## src/rtl/flag_alu_pkg.sv

```systemverilog
package flag_alu_pkg;
  typedef enum logic [3:0] {
    OP_ADD  = 4'd0,  OP_ADDC = 4'd1,  OP_SUB  = 4'd2,  OP_SUBB = 4'd3,
    OP_CMP  = 4'd4,  OP_AND  = 4'd5,  OP_TST  = 4'd6,  OP_BIC  = 4'd7,
    OP_BIS  = 4'd8,  OP_XOR  = 4'd9,  OP_SRL  = 4'd10, OP_SLL  = 4'd11,
    OP_SRA  = 4'd12, OP_RRC  = 4'd13, OP_RS14 = 4'd14, OP_RS15 = 4'd15
  } alu_op_e;

  typedef enum logic [1:0] {U_ARITH, U_LOGIC, U_SHIFT, U_NONE} unit_e;
  typedef enum logic [1:0] {L_AND, L_ANDN, L_OR, L_XOR} logic_e;
  typedef enum logic [1:0] {S_LSR, S_LSL, S_ASR, S_ROR} shift_e;

  typedef struct packed {
    logic c;
    logic z;
    logic n;
    logic v;
  } flags_t;
endpackage

```

## src/rtl/alu_addsub.sv

```systemverilog
module alu_addsub #(
  parameter int W = 16
) (
  input  logic [W-1:0] d,
  input  logic [W-1:0] s,
  input  logic [W-1:0] mask,
  input  logic         is_byte,
  input  logic         sub,
  input  logic         cin,
  output logic [W-1:0] r,
  output logic         cout,
  output logic         ovf
);
  localparam int H = W / 2;

  logic [W-1:0] s_eff;
  logic [W:0]   sum;
  logic         sd, ss, sr;

  always_comb begin
    s_eff = sub ? (~s & mask) : s;
    sum   = {1'b0, d} + {1'b0, s_eff} + {{W{1'b0}}, cin};
    r     = sum[W-1:0] & mask;
    cout  = is_byte ? sum[H] : sum[W];
    sd    = is_byte ? d[H-1] : d[W-1];
    ss    = is_byte ? s[H-1] : s[W-1];
    sr    = is_byte ? r[H-1] : r[W-1];
    if (sub) ovf = (sd != ss) && (sr != sd);
    else     ovf = (sd == ss) && (sr != sd);
  end
endmodule

```

## src/rtl/alu_bitwise.sv

```systemverilog
module alu_bitwise
  import flag_alu_pkg::*;
#(
  parameter int W = 16
) (
  input  logic [W-1:0] d,
  input  logic [W-1:0] s,
  input  logic [W-1:0] mask,
  input  logic_e       kind,
  output logic [W-1:0] r
);
  always_comb begin
    unique case (kind)
      L_AND:   r = d & s;
      L_ANDN:  r = d & ~s;
      L_OR:    r = d | s;
      default: r = d ^ s;
    endcase
    r = r & mask;
  end
endmodule

```

## src/rtl/alu_shifter.sv

```systemverilog
module alu_shifter
  import flag_alu_pkg::*;
#(
  parameter int W = 16
) (
  input  logic [W-1:0] d,
  input  logic [W-1:0] mask,
  input  logic         is_byte,
  input  logic         cin,
  input  shift_e       kind,
  output logic [W-1:0] r,
  output logic         cout
);
  localparam int H  = W / 2;
  localparam int AW = $clog2(W);

  logic [AW-1:0] top;
  logic [W-1:0]  fill;

  always_comb begin
    top  = is_byte ? AW'(H - 1) : AW'(W - 1);
    fill = '0;
    unique case (kind)
      S_LSL: begin
        r    = (d << 1) & mask;
        cout = d[top];
      end
      S_ASR: begin
        fill[top] = d[top];
        r    = (d >> 1) | fill;
        cout = d[0];
      end
      S_ROR: begin
        fill[top] = cin;
        r    = (d >> 1) | fill;
        cout = d[0];
      end
      default: begin
        r    = d >> 1;
        cout = d[0];
      end
    endcase
  end
endmodule

```

## src/rtl/flag_alu.sv

```systemverilog
module flag_alu
  import flag_alu_pkg::*;
#(
  parameter int W = 16
) (
  input  logic         clk,
  input  logic         rst,
  input  logic [3:0]   op_i,
  input  logic         byte_i,
  input  logic [W-1:0] dst_i,
  input  logic [W-1:0] src_i,
  input  logic         c_i,
  input  logic         z_i,
  input  logic         n_i,
  input  logic         v_i,
  output logic [W-1:0] res_o,
  output logic         wr_o,
  output logic         c_o,
  output logic         z_o,
  output logic         n_o,
  output logic         v_o
);
  localparam int H = W / 2;

  alu_op_e      op;
  unit_e        unit;
  logic_e       lkind;
  shift_e       skind;
  logic         sub, cin, wr_d;
  logic [W-1:0] mask, d_m, s_m;
  logic [W-1:0] r_as, r_lg, r_sh, r_d;
  logic         c_as, v_as, c_sh;
  flags_t       fl_d;

  assign op   = alu_op_e'(op_i);
  assign mask = byte_i ? {{(W-H){1'b0}}, {H{1'b1}}} : {W{1'b1}};
  assign d_m  = dst_i & mask;
  assign s_m  = src_i & mask;

  always_comb begin
    unit  = U_NONE;
    sub   = 1'b0;
    cin   = 1'b0;
    lkind = L_AND;
    skind = S_LSR;
    wr_d  = 1'b1;
    unique case (op)
      OP_ADD:  unit = U_ARITH;
      OP_ADDC: begin unit = U_ARITH; cin = c_i; end
      OP_SUB:  begin unit = U_ARITH; sub = 1'b1; cin = 1'b1; end
      OP_SUBB: begin unit = U_ARITH; sub = 1'b1; cin = c_i; end
      OP_CMP:  begin unit = U_ARITH; sub = 1'b1; cin = 1'b1; wr_d = 1'b0; end
      OP_AND:  unit = U_LOGIC;
      OP_TST:  begin unit = U_LOGIC; wr_d = 1'b0; end
      OP_BIC:  begin unit = U_LOGIC; lkind = L_ANDN; end
      OP_BIS:  begin unit = U_LOGIC; lkind = L_OR; end
      OP_XOR:  begin unit = U_LOGIC; lkind = L_XOR; end
      OP_SRL:  unit = U_SHIFT;
      OP_SLL:  begin unit = U_SHIFT; skind = S_LSL; end
      OP_SRA:  begin unit = U_SHIFT; skind = S_ASR; end
      OP_RRC:  begin unit = U_SHIFT; skind = S_ROR; end
      default: wr_d = 1'b0;
    endcase
  end

  alu_addsub #(.W(W)) u_addsub (
    .d(d_m), .s(s_m), .mask(mask), .is_byte(byte_i), .sub(sub), .cin(cin),
    .r(r_as), .cout(c_as), .ovf(v_as)
  );

  alu_bitwise #(.W(W)) u_bitwise (
    .d(d_m), .s(s_m), .mask(mask), .kind(lkind), .r(r_lg)
  );

  alu_shifter #(.W(W)) u_shifter (
    .d(d_m), .mask(mask), .is_byte(byte_i), .cin(c_i), .kind(skind),
    .r(r_sh), .cout(c_sh)
  );

  always_comb begin
    fl_d = '{c: c_i, z: z_i, n: n_i, v: v_i};
    r_d  = '0;
    unique case (unit)
      U_ARITH: r_d = r_as;
      U_LOGIC: r_d = r_lg;
      U_SHIFT: r_d = r_sh;
      default: r_d = '0;
    endcase
    if (unit != U_NONE) begin
      fl_d.z = (r_d == '0);
      fl_d.n = byte_i ? r_d[H-1] : r_d[W-1];
      unique case (unit)
        U_ARITH: begin fl_d.c = c_as; fl_d.v = v_as; end
        U_LOGIC: begin fl_d.c = ~fl_d.z; fl_d.v = 1'b0; end
        default: begin fl_d.c = c_sh; fl_d.v = 1'b0; end
      endcase
    end
  end

  always_ff @(posedge clk) begin
    if (rst) begin
      res_o <= '0;
      wr_o  <= 1'b0;
      c_o   <= 1'b0;
      z_o   <= 1'b0;
      n_o   <= 1'b0;
      v_o   <= 1'b0;
    end else begin
      res_o <= r_d;
      wr_o  <= wr_d;
      c_o   <= fl_d.c;
      z_o   <= fl_d.z;
      n_o   <= fl_d.n;
      v_o   <= fl_d.v;
    end
  end


  cmp_tst_nowrite_chk: assert property (@(posedge clk) disable iff (rst)
    (op_i == 4'd4 || op_i == 4'd6) |=> !wr_o);


  byte_upper_clear_chk: assert property (@(posedge clk) disable iff (rst)
    byte_i |=> (res_o[W-1:H] == '0));


  logic_flags_chk: assert property (@(posedge clk) disable iff (rst)
    (op_i >= 4'd5 && op_i <= 4'd9) |=> (!v_o && (c_o != z_o)));


  bad_op_hold_chk: assert property (@(posedge clk) disable iff (rst)
    (op_i >= 4'd14) |=> (!wr_o && res_o == '0 &&
      {c_o, z_o, n_o, v_o} == $past({c_i, z_i, n_i, v_i})));


  zero_flag_chk: assert property (@(posedge clk) disable iff (rst)
    wr_o |-> (z_o == (res_o == '0)));


  reset_clear_chk: assert property (@(posedge clk)
    rst |=> (!wr_o && res_o == '0 && {c_o, z_o, n_o, v_o} == 4'b0));
endmodule

```

## config.mk

```make
export PLATFORM = sky130hd
export DESIGN_NAME = flag_alu
export DESIGN_NICKNAME = d
export VERILOG_FILES = /design/src/rtl/flag_alu_pkg.sv /design/src/rtl/alu_addsub.sv /design/src/rtl/alu_bitwise.sv /design/src/rtl/alu_shifter.sv /design/src/rtl/flag_alu.sv
export SDC_FILE = /design/constraint.sdc
export NUM_CORES = 1
export LEC_CHECK = 0
export BUFFER_PORTS_ARGS = -buffer_cell sky130_fd_sc_hd__buf_2
export CORE_ASPECT_RATIO = 0.6
export CORE_MARGIN = 4
export CORE_UTILIZATION = 60
export DETAILED_ROUTE_END_ITERATION = 10
export GPL_TIMING_DRIVEN = 0
export PLACE_DENSITY = 0.81
export SETUP_SLACK_MARGIN = 0.5
export SLEW_MARGIN = 15
export SYNTH_ARGS = -nofsm -noshare
export SYNTH_HDL_FRONTEND = slang
export SYNTH_HIERARCHICAL = 1
export SYNTH_SLANG_ARGS = --single-unit
```

## constraint.sdc

```tcl
create_clock -name clk -period 11.6 [get_ports clk]
set_input_delay 1.16 -clock clk [delete_from_list [all_inputs] [get_ports clk]]
set_output_delay 1.16 -clock clk [all_outputs]
set_load 0.1 [all_outputs]
```

# Word-level counts from Yosys, hierarchy flattened
# Index checks and enable logic that the tools add are counted.
# totals
regBits	21
in_bits	43
# classes
addsub	2
magnitude_cmp	2
n_eq_ne	24
mux	26
n_bitwise	16
n_reduce_logical	14
# ops
cell	n
$and A16 B16 Y16	10
$pmux W16 S3	3
$mux W16	2
$or A15 B16 Y16	2
$eq A4 B4 Y1 const B	6
$pmux W2 S3	3
$add A16 B16 Y17	1
$add A17 B1 Y17	1
$eq A4 B3 Y1 const B	4
$logic_not A16 Y1	1
$not A16 Y16	1
$or A16 B16 Y16	1
$xor A16 B16 Y16	1
$mux W1	12
$reduce_or A12 Y1	1
$reduce_or A5 Y1	2
$eq A2 B2 Y1 const B	4
$eq A4 B2 Y1 const B	2
$mux W4	2
$eq A2 B1 Y1 const B	3
$lt A4 B5 Y1 const B	1
$bmux W1 S4	1
$demux W1 S4	1
$eq A4 B1 Y1 const B	1
other kinds (12)	18

# Longest topological paths before layout
# Gate-level depths: netlist of run 1.
# depth
ltp_word	14
mapped_depth	24
ltp_nobuf	20

# Hierarchy
# The synthesis of run 1 kept the hierarchy.
# by_module_without_submodules
mod	instances	cells_per_inst	area_each_um2	seq_area_each_um2
flag_alu	1	189	1505.2	420.4
alu_addsub	1	186	1234.9	0.0
alu_bitwise	1	145	948.4	0.0
alu_shifter	1	53	366.6	0.0

# Least setup slack after synthesis of run 1
# OpenSTA, ideal clock, no wires.
# synth_path
kind	in2reg
from	input port op_i[3]
to	register c_o
arrival_time_ns	5.056
required_time_ns	11.485
setup_slack_ns	6.429
path_stages	23
path_buffers	5
cell_sequence	buf_2 > buf_2 > buf_2 > nor2_1 > buf_2 > clkbuf_1 > nand3_1 > o21ai_0 > fa_1 > inv_1 > fa_1 > nor2b_1 > o21ai_1 > a21boi_1 > nor3_1 > o31ai_1 > a41oi_1 > mux2i_1 > mux2_2 > a22oi_1 > and4_1 > nand3b_1 > o21a_1
# synth_between
elab_chain_cells	12
elab_cells_between_ends	49
cone_classes	add/sub (2); eq/ne (21); mux (13); bitwise (3); reduce/logical (10)
# synth_rtl
element	line	rtl
from (decl)	flag_alu.sv:8	input logic [3:0] op_i,
$eq A4 B2 Y1 / $eq A4 B3 Y1 (equally long branches)	flag_alu.sv:47	unique case (op)
$reduce_or A3 Y1 (no line) (*)	n/a	
$mux W1 (*)	flag_alu.sv:47	
named net sub	flag_alu.sv:29	logic sub, cin, wr_d;
$mux W16 (*)	alu_addsub.sv:21	s_eff = sub ? (~s & mask) : s;
$add A16 B16 Y17 (*)	alu_addsub.sv:22	sum = {1'b0, d} + {1'b0, s_eff} + {{W{1'b0}}, cin};
$add A17 B1 Y17 (*)	alu_addsub.sv:22	
$and A16 B16 Y16 (*)	alu_addsub.sv:23	r = sum[W-1:0] & mask;
named net r_as[14]	flag_alu.sv:31	logic [W-1:0] r_as, r_lg, r_sh, r_d;
$pmux W16 S3 (*)	flag_alu.sv:83	unique case (unit)
$logic_not A16 Y1 (*)	flag_alu.sv:90	fl_d.z = (r_d == '0);
$not A1 Y1 (*)	flag_alu.sv:94	U_LOGIC: begin fl_d.c = ~fl_d.z; fl_d.v = 1'b0; end
$pmux W1 S2 (*)	flag_alu.sv:92	unique case (unit)
$mux W4 (*)	flag_alu.sv:89	if (unit != U_NONE) begin
to (signal assigned)	flag_alu.sv:111	c_o <= fl_d.c;
to (decl)	flag_alu.sv:18	output logic c_o,
# Mark *: on every way through the listed nets, which the timed path passes. The rest lies on a longest branch.
# A chain may end at the register's enable or synchronous reset.

# Final worst setup path of run 1
# Same ends and word-level chain as after synthesis.

==> results of run 1 <==
[stage by stage]
stage | std cells | power (mW)
3_5_place_dp | 750 | 0.2922
2_1_floorplan | 604 | 0.2399
4_1_cts | 754 | 0.3617
6_report | 754 | 0.3684
5_1_grt | 754 | 0.3869
3_3_place_gp | 750 | 0.2852
[layer usage]
metal	track usage, %	up-vias
li1	-	2158
met4	5.534	0
met2	46.50	280
met5	0	-
met1	48.02	2134
met3	5.232	27
[state kept, by name, summed over array words and instances (netlist names)]
signal / cells
c_o: 1
v_o: 1
n_o: 1
z_o: 1
wr_o: 1
res_o: 16
[Yosys cell counts, drive strengths merged, types with 12 or more instances]
cell type,count,share of area [%]
nand2,53,4.9
o21ai,28,3.7
nand2b,18,2.8
dfxtp,21,10
nor2,23,2.1
a21oi,48,5.9
ha,31,9.6
inv,70,6.5
nand3,26,3.2
nor2b,29,4.7
mux2i,33,8.1
buf,22,4.1
xnor2,12,2.6
[worst max path at each step]
stage                      to  slack, ns     from
final                     c_o       5.30  op_i[3]
after floorplan           c_o       6.43  op_i[3]
after global routing      z_o       5.15  op_i[3]
after CTS                 c_o       5.43  op_i[3]
after detailed placement  c_o       5.21  op_i[3]
after global placement    c_o       5.37  op_i[3]
[cell families after synthesis]
group | share of synthesized area, %
and+or+nand+nor | 27.34
muxes | 10.18
other | 0.09248
adders and majority gates | 10.80
DFF | 10.37
AOI/OAI and AO/OA | 25.64
buffers and inverters | 11.48
xor gates and xnor gates | 4.104
[power breakdown]
part	internal (mW)	leakage, nW	total [mW]	switching (mW)
logic	0.0760	2.10	0.220	0.144
registers	0.0771	0.172	0.0783	0.00123
clock network	0.0462	0.0409	0.0704	0.0242
total	0.199	2.31	0.368	0.169
[cell usage in the layout, fill, tap and decap left out, drive strengths merged, types with 3 or more instances in the layout]
cell type / count
a211oi: 6
a21boi: 10
a21o: 10
a21oi: 48
a22oi: 5
a2bb2oi: 7
and2: 11
and3: 4
buf: 84
clkbuf: 13
conb: 32
dfxtp: 21
ha: 31
inv: 70
mux2: 7
mux2i: 33
nand2: 53
nand2b: 18
nand3: 26
nor2: 23
nor2b: 29
nor3: 9
nor3b: 4
nor4: 4
o211a: 8
o21a: 5
o21ai: 28
o311ai: 8
o31ai: 3
or3: 8
xnor2: 12
xor2: 7
[area by class of cell]
cell class | instances | area [um2]
sequential | 21 | 420.4
clock buffer | 3 | 75.07
buffer | 32 | 202.7
tap | 84 | 105.1
multi-input combinational | 481 | 3286
inverter | 70 | 262.8
clock inverter | 1 | 5.005
timing repair buffer | 62 | 310.3
fill | 545 | 1664
[critical path, cell delays in order]
cell,delay (ns)
buf_2,0.10
buf_2,0.18
buf_2,0.22
buf_2,0.22
nor2_1,0.12
buf_2,0.20
clkbuf_1,0.44
nand3_1,0.12
o21ai_0,0.14
fa_1,0.31
inv_1,0.08
fa_1,0.40
nor2b_1,0.18
o21ai_1,0.11
a21boi_1,0.35
nor3_1,0.09
o31ai_1,0.44
a41oi_1,0.25
mux2i_1,0.18
mux2_2,0.28
a22oi_1,0.31
and4_1,0.29
nand3b_1,0.09
o21a_1,0.19
==> impl_metrics.tcl, run 1 <==
set metrics [dict create \
    status "completed" \
    clk_pin_slew_ns 0.05 \
    drt_first_pass_iters 5 \
    cts_buffers 3 \
    syn_inst 573 \
    cts-resized-gates 0 \
    synth_edf_count 0 \
    end_kind "flip-flop" \
    fin_util_pct 73.72 \
    grt.total_usage_pct 31.52 \
    fin_area_um2 4667 \
    port_buffers 62 \
    post_cts_buffers 0 \
    cap_violations 0 \
    post_drt_wl_per_cell_um 17.91 \
    post-dp-hpwl_um 10730 \
    die_width_um 114.1 \
    clock_path_buffers 2 \
    rsz0062_at_grt "no" \
    relSlewSlack_pct 36.66 \
    startpoint_type "input port" \
    crit_required_ns 11.74 \
    critical_path_class "in -> reg" \
    place_area_um2 4587 \
    via_per_inst 6.099 \
    yosysSeqAreaShare_pct 10.37 \
    wl_met2_um 5510 \
    slew_viol_final 0 \
    hold_slack_ns 1.143 \
    synth_area_per_cell_um2 7.077 \
    grt_max_degree 35 \
    tns_ns 0 \
    fp.dieH_um 71.68 \
    grt_antenna_before_repair 0 \
    area_delta_synth_final_pct 15.09 \
    num_antenna_cells 0 \
    rows 22 \
    finalWorstSetupSlack_ns 5.302 \
    initialDrtViolationCount 542 \
    htreeDepth 1 \
    p_per_area_nw_per_um2 78.93 \
    grt_pass1_wl_um 20820 \
    wl_met1_um 6319 \
    setup_viol 0 \
    gp_congestion 0.9570 \
    max_slew.worst_pin.slew_ns 0.9491 \
    worst-path-max-fanout 10 \
    cts_root_buf "clkbuf_16" \
    ir_worst_vdd_v 0.0001289 \
    ant_nets 0 \
    fmax_mhz 158.8 \
    drive_gt1_share_pct 16.72 \
    vias 4599 \
    clkSinkCount 21 \
    yosysWarningCount 6 \
    synth_ff_type "dfxtp_1" \
    core_um2 6331 \
    pre_cts_ws_ns 5.205 \
    ys_seq_elements 21 \
    hold_class "in -> reg" \
    initial_core_util_pct 64.05 \
    p_leak_nw 2.314 \
    synthesis.area_um2 4055 \
    die_area_um2 8181 \
    cts_hold_buf 0 \
    min_period_ns 6.298 \
    cts_tree "done" \
    grt_pass1_vias 4034 \
    final_net_count 747 \
    routed_wl_um 13500 \
    hold-path-cell-count 2 \
    async_reset_ff_share_pct 0 \
    routed.top_layer "met4" \
    hold_viol_final 0 \
    worstHoldEndpoint "z_o" \
    synth.distinct_cells 73 \
    gr-total-overflow 0 \
    fin_crit_sh_pct 54.29 \
    drc 0 \
    arrival_ns 6.44 \
    wl_met3_um 1505 \
    ios 64 \
    hold_start "rst" \
]
(Power assumes the default switching activity.)
==> run 2: changes to the inputs <==
--- a/config.mk
+++ b/config.mk
@@ -5,13 +5,14 @@
 export SDC_FILE = /design/constraint.sdc
 export NUM_CORES = 1
 export LEC_CHECK = 0
+export ABC_AREA = 1
 export BUFFER_PORTS_ARGS = -buffer_cell sky130_fd_sc_hd__buf_2
 export CORE_ASPECT_RATIO = 0.6
 export CORE_MARGIN = 4
-export CORE_UTILIZATION = 60
+export CORE_UTILIZATION = 59
 export DETAILED_ROUTE_END_ITERATION = 10
 export GPL_TIMING_DRIVEN = 0
-export PLACE_DENSITY = 0.81
+export PLACE_DENSITY = 0.8
 export SETUP_SLACK_MARGIN = 0.5
 export SLEW_MARGIN = 15
 export SYNTH_ARGS = -nofsm -noshare
==> constraint.sdc (replaced) <==
create_clock -name clk -period 6.4 [get_ports clk]
set_input_delay 0.64 -clock clk [delete_from_list [all_inputs] [get_ports clk]]
set_output_delay 0.64 -clock clk [all_outputs]
set_load 0.1 [all_outputs]
==> impl_metrics.tcl, run 2 <==
set metrics [dict create \
    final_cell_mix "nand2_1 (197), inv_1 (121), nor2_1 (108), buf_2 (66), nand3_1 (59)" \
    setup.worst_path.start "op_i[1]" \
    post_drt_wl_per_cell_um 14.10 \
    cts_buffers 3 \
    clk_pin_slew_ns 0.07 \
    drc 0 \
    htreeDepth 1 \
    p_leak_nw 2.679 \
    min_period_ns 4.667 \
    synth_area_per_cell_um2 5.525 \
    largest_reg_flops 16 \
    ir_worst_vdd_v 0.0001416 \
    num_antenna_cells 0 \
    startpoint_type "input port" \
    yosys.area.top_type_share_pct 18.67 \
    hold_start "rst" \
    hold_class "in -> reg" \
    yosysWarningCount 6 \
    grt.total_usage_pct 31.60 \
    async_reset_ff_share_pct 0 \
    cts_hold_buf 0 \
    total_power_uw 612.2 \
    cts_root_buf "clkbuf_8" \
    initial_core_util_pct 62.84 \
    path_common_cell "nand2_1" \
    initialDrtViolationCount 566 \
    die_area_um2 8132 \
    area_delta_synth_final_pct 14.59 \
    fp.dieH_um 71.47 \
    p_per_area_nw_per_um2 134.9 \
    setup_viol 0 \
    core_um2 6304 \
    n_fill_cell 592 \
    port_buffers 63 \
    synth.distinct_cells 44 \
    die_width_um 113.8 \
    ys_seq_elements 21 \
    yosysSeqAreaShare_pct 10.61 \
    finalWorstSetupSlack_ns 1.733 \
    worst-path-max-fanout 10 \
    max_slew.worst_pin.slew_ns 1.088 \
    cap_violations 0 \
    grt_max_degree 35 \
    synth_edf_count 0 \
    cpPeakStageDelay_ns 0.46 \
    synth_common_cells "nand2_1 (197), inv_1 (121), nor2_1 (108), nand3_1 (59), a21oi_1 (53)" \
    relSlewSlack_pct 27.37 \
    fin_cells 898 \
    largest-register "res_o" \
    slew_viol_final 0 \
    yosys.area.top_type "nand2_1" \
    synthTopCellsByArea "nand2_1 (19%), inv_1 (11%), dfxtp_1 (11%)" \
    fin_util_pct 72.01 \
    ant_nets 0 \
    tns_ns 0 \
    cts-resized-gates 0 \
    gp_congestion 1.034 \
    syn_inst 717 \
    rsz0062_at_grt "no" \
    via_per_inst 5.415 \
    ios 64 \
    grt_pass1_vias 4500 \
    gr-total-overflow 0 \
    vias 4863 \
    fin_crit_sh_pct 72.92 \
    final_net_count 891 \
    post_cts_buffers 0 \
    clock_path_buffers 2 \
    post-dp-hpwl_um 10200 \
    drive_gt1_share_pct 17.57 \
    synth_most_common_cell "nand2_1" \
    slowest_stage "clkbuf_1" \
    crit_required_ns 6.56 \
    critical_path_class "in -> reg" \
    hold_slack_ns 0.5559 \
    clkSinkCount 21 \
    synth_ff_type "dfxtp_1" \
    grt_pass1_wl_um 20950 \
    synthesis.area_um2 3961 \
    drt_first_pass_iters 7 \
    pre_cts_ws_ns 1.606 \
    hold_viol_final 0 \
    grt_antenna_before_repair 0 \
    end_kind "flip-flop" \
    status "completed" \
    final_common_cell "nand2_1" \
    crit_end "c_o" \
    place_area_um2 4494 \
    fmax_mhz 214.3 \
    cts_tree "done" \
    routed_wl_um 12660 \
    fin_area_um2 4539 \
    arrival_ns 4.82 \
    dp.cells 894 \
    rows 22 \
]
[run 2: changes by cell type in the layout (fill, tap and decap cells not counted), sizes merged, moves of 18 or more]
cell	delta
nor2b	-29
mux2i	-32
nand3	+54
inv	+58
nand2	+156
nand2b	-18
nor2	+88
[run 2: critical path: cells and delay by family]
family	cells	cell delay, ns
compound gates	6	0.99
buf+inv	6	1.11
fa+ha+maj	2	0.61
simple gates	13	1.46
[run 2: layout make-up]
class / instances / area [um2] / area share (%)
buffer: 23 / 201.4 / 4.438
clock buffer: 4 / 45.04 / 0.9923
inverter: 129 / 486.7 / 10.72
multi-input combinational: 574 / 2965 / 65.33
sequential: 21 / 420.4 / 9.261
tap: 84 / 105.1 / 2.315
timing repair buffer: 63 / 315.3 / 6.946
[run 2: power by group]
part	total, mW	switching, mW	internal [mW]
Clock	0.0900	0.0454	0.0446
Combinational	0.381	0.269	0.112
Sequential	0.141	0.00177	0.140
[run 2: how the worst min path moves through the flow]
stage	endpoint	slack (ns)	cells past startpoint
floorplan	v_o	0.71	1
global placement	v_o	0.83	2
detailed placement	v_o	0.84	2
CTS	v_o	0.55	2
global route	v_o	0.55	2
finish	v_o	0.56	2
[run 2: logic make-up after synthesis]
kind of cell	count (synthesis)	synth area share [%]
muxes	1	0.2527
adders and majority gates	33	10.80
xor gates and xnor gates	2	0.4423
DFF	21	10.61
other	1	0.09467
AOI/OAI and AO/OA	99	14.50
buffers and inverters	152	17.37
and+or+nand+nor	408	45.93
[run 2: per-layer routing]
| metal | wire length [um] | GRT usage [%] |
|---|---|---|
| met4 | 299 | 8.300 |
| met3 | 1446 | 5.148 |
| met5 | 0 | 0 |
| met2 | 5403 | 51.01 |
| met1 | 5508 | 44.07 |
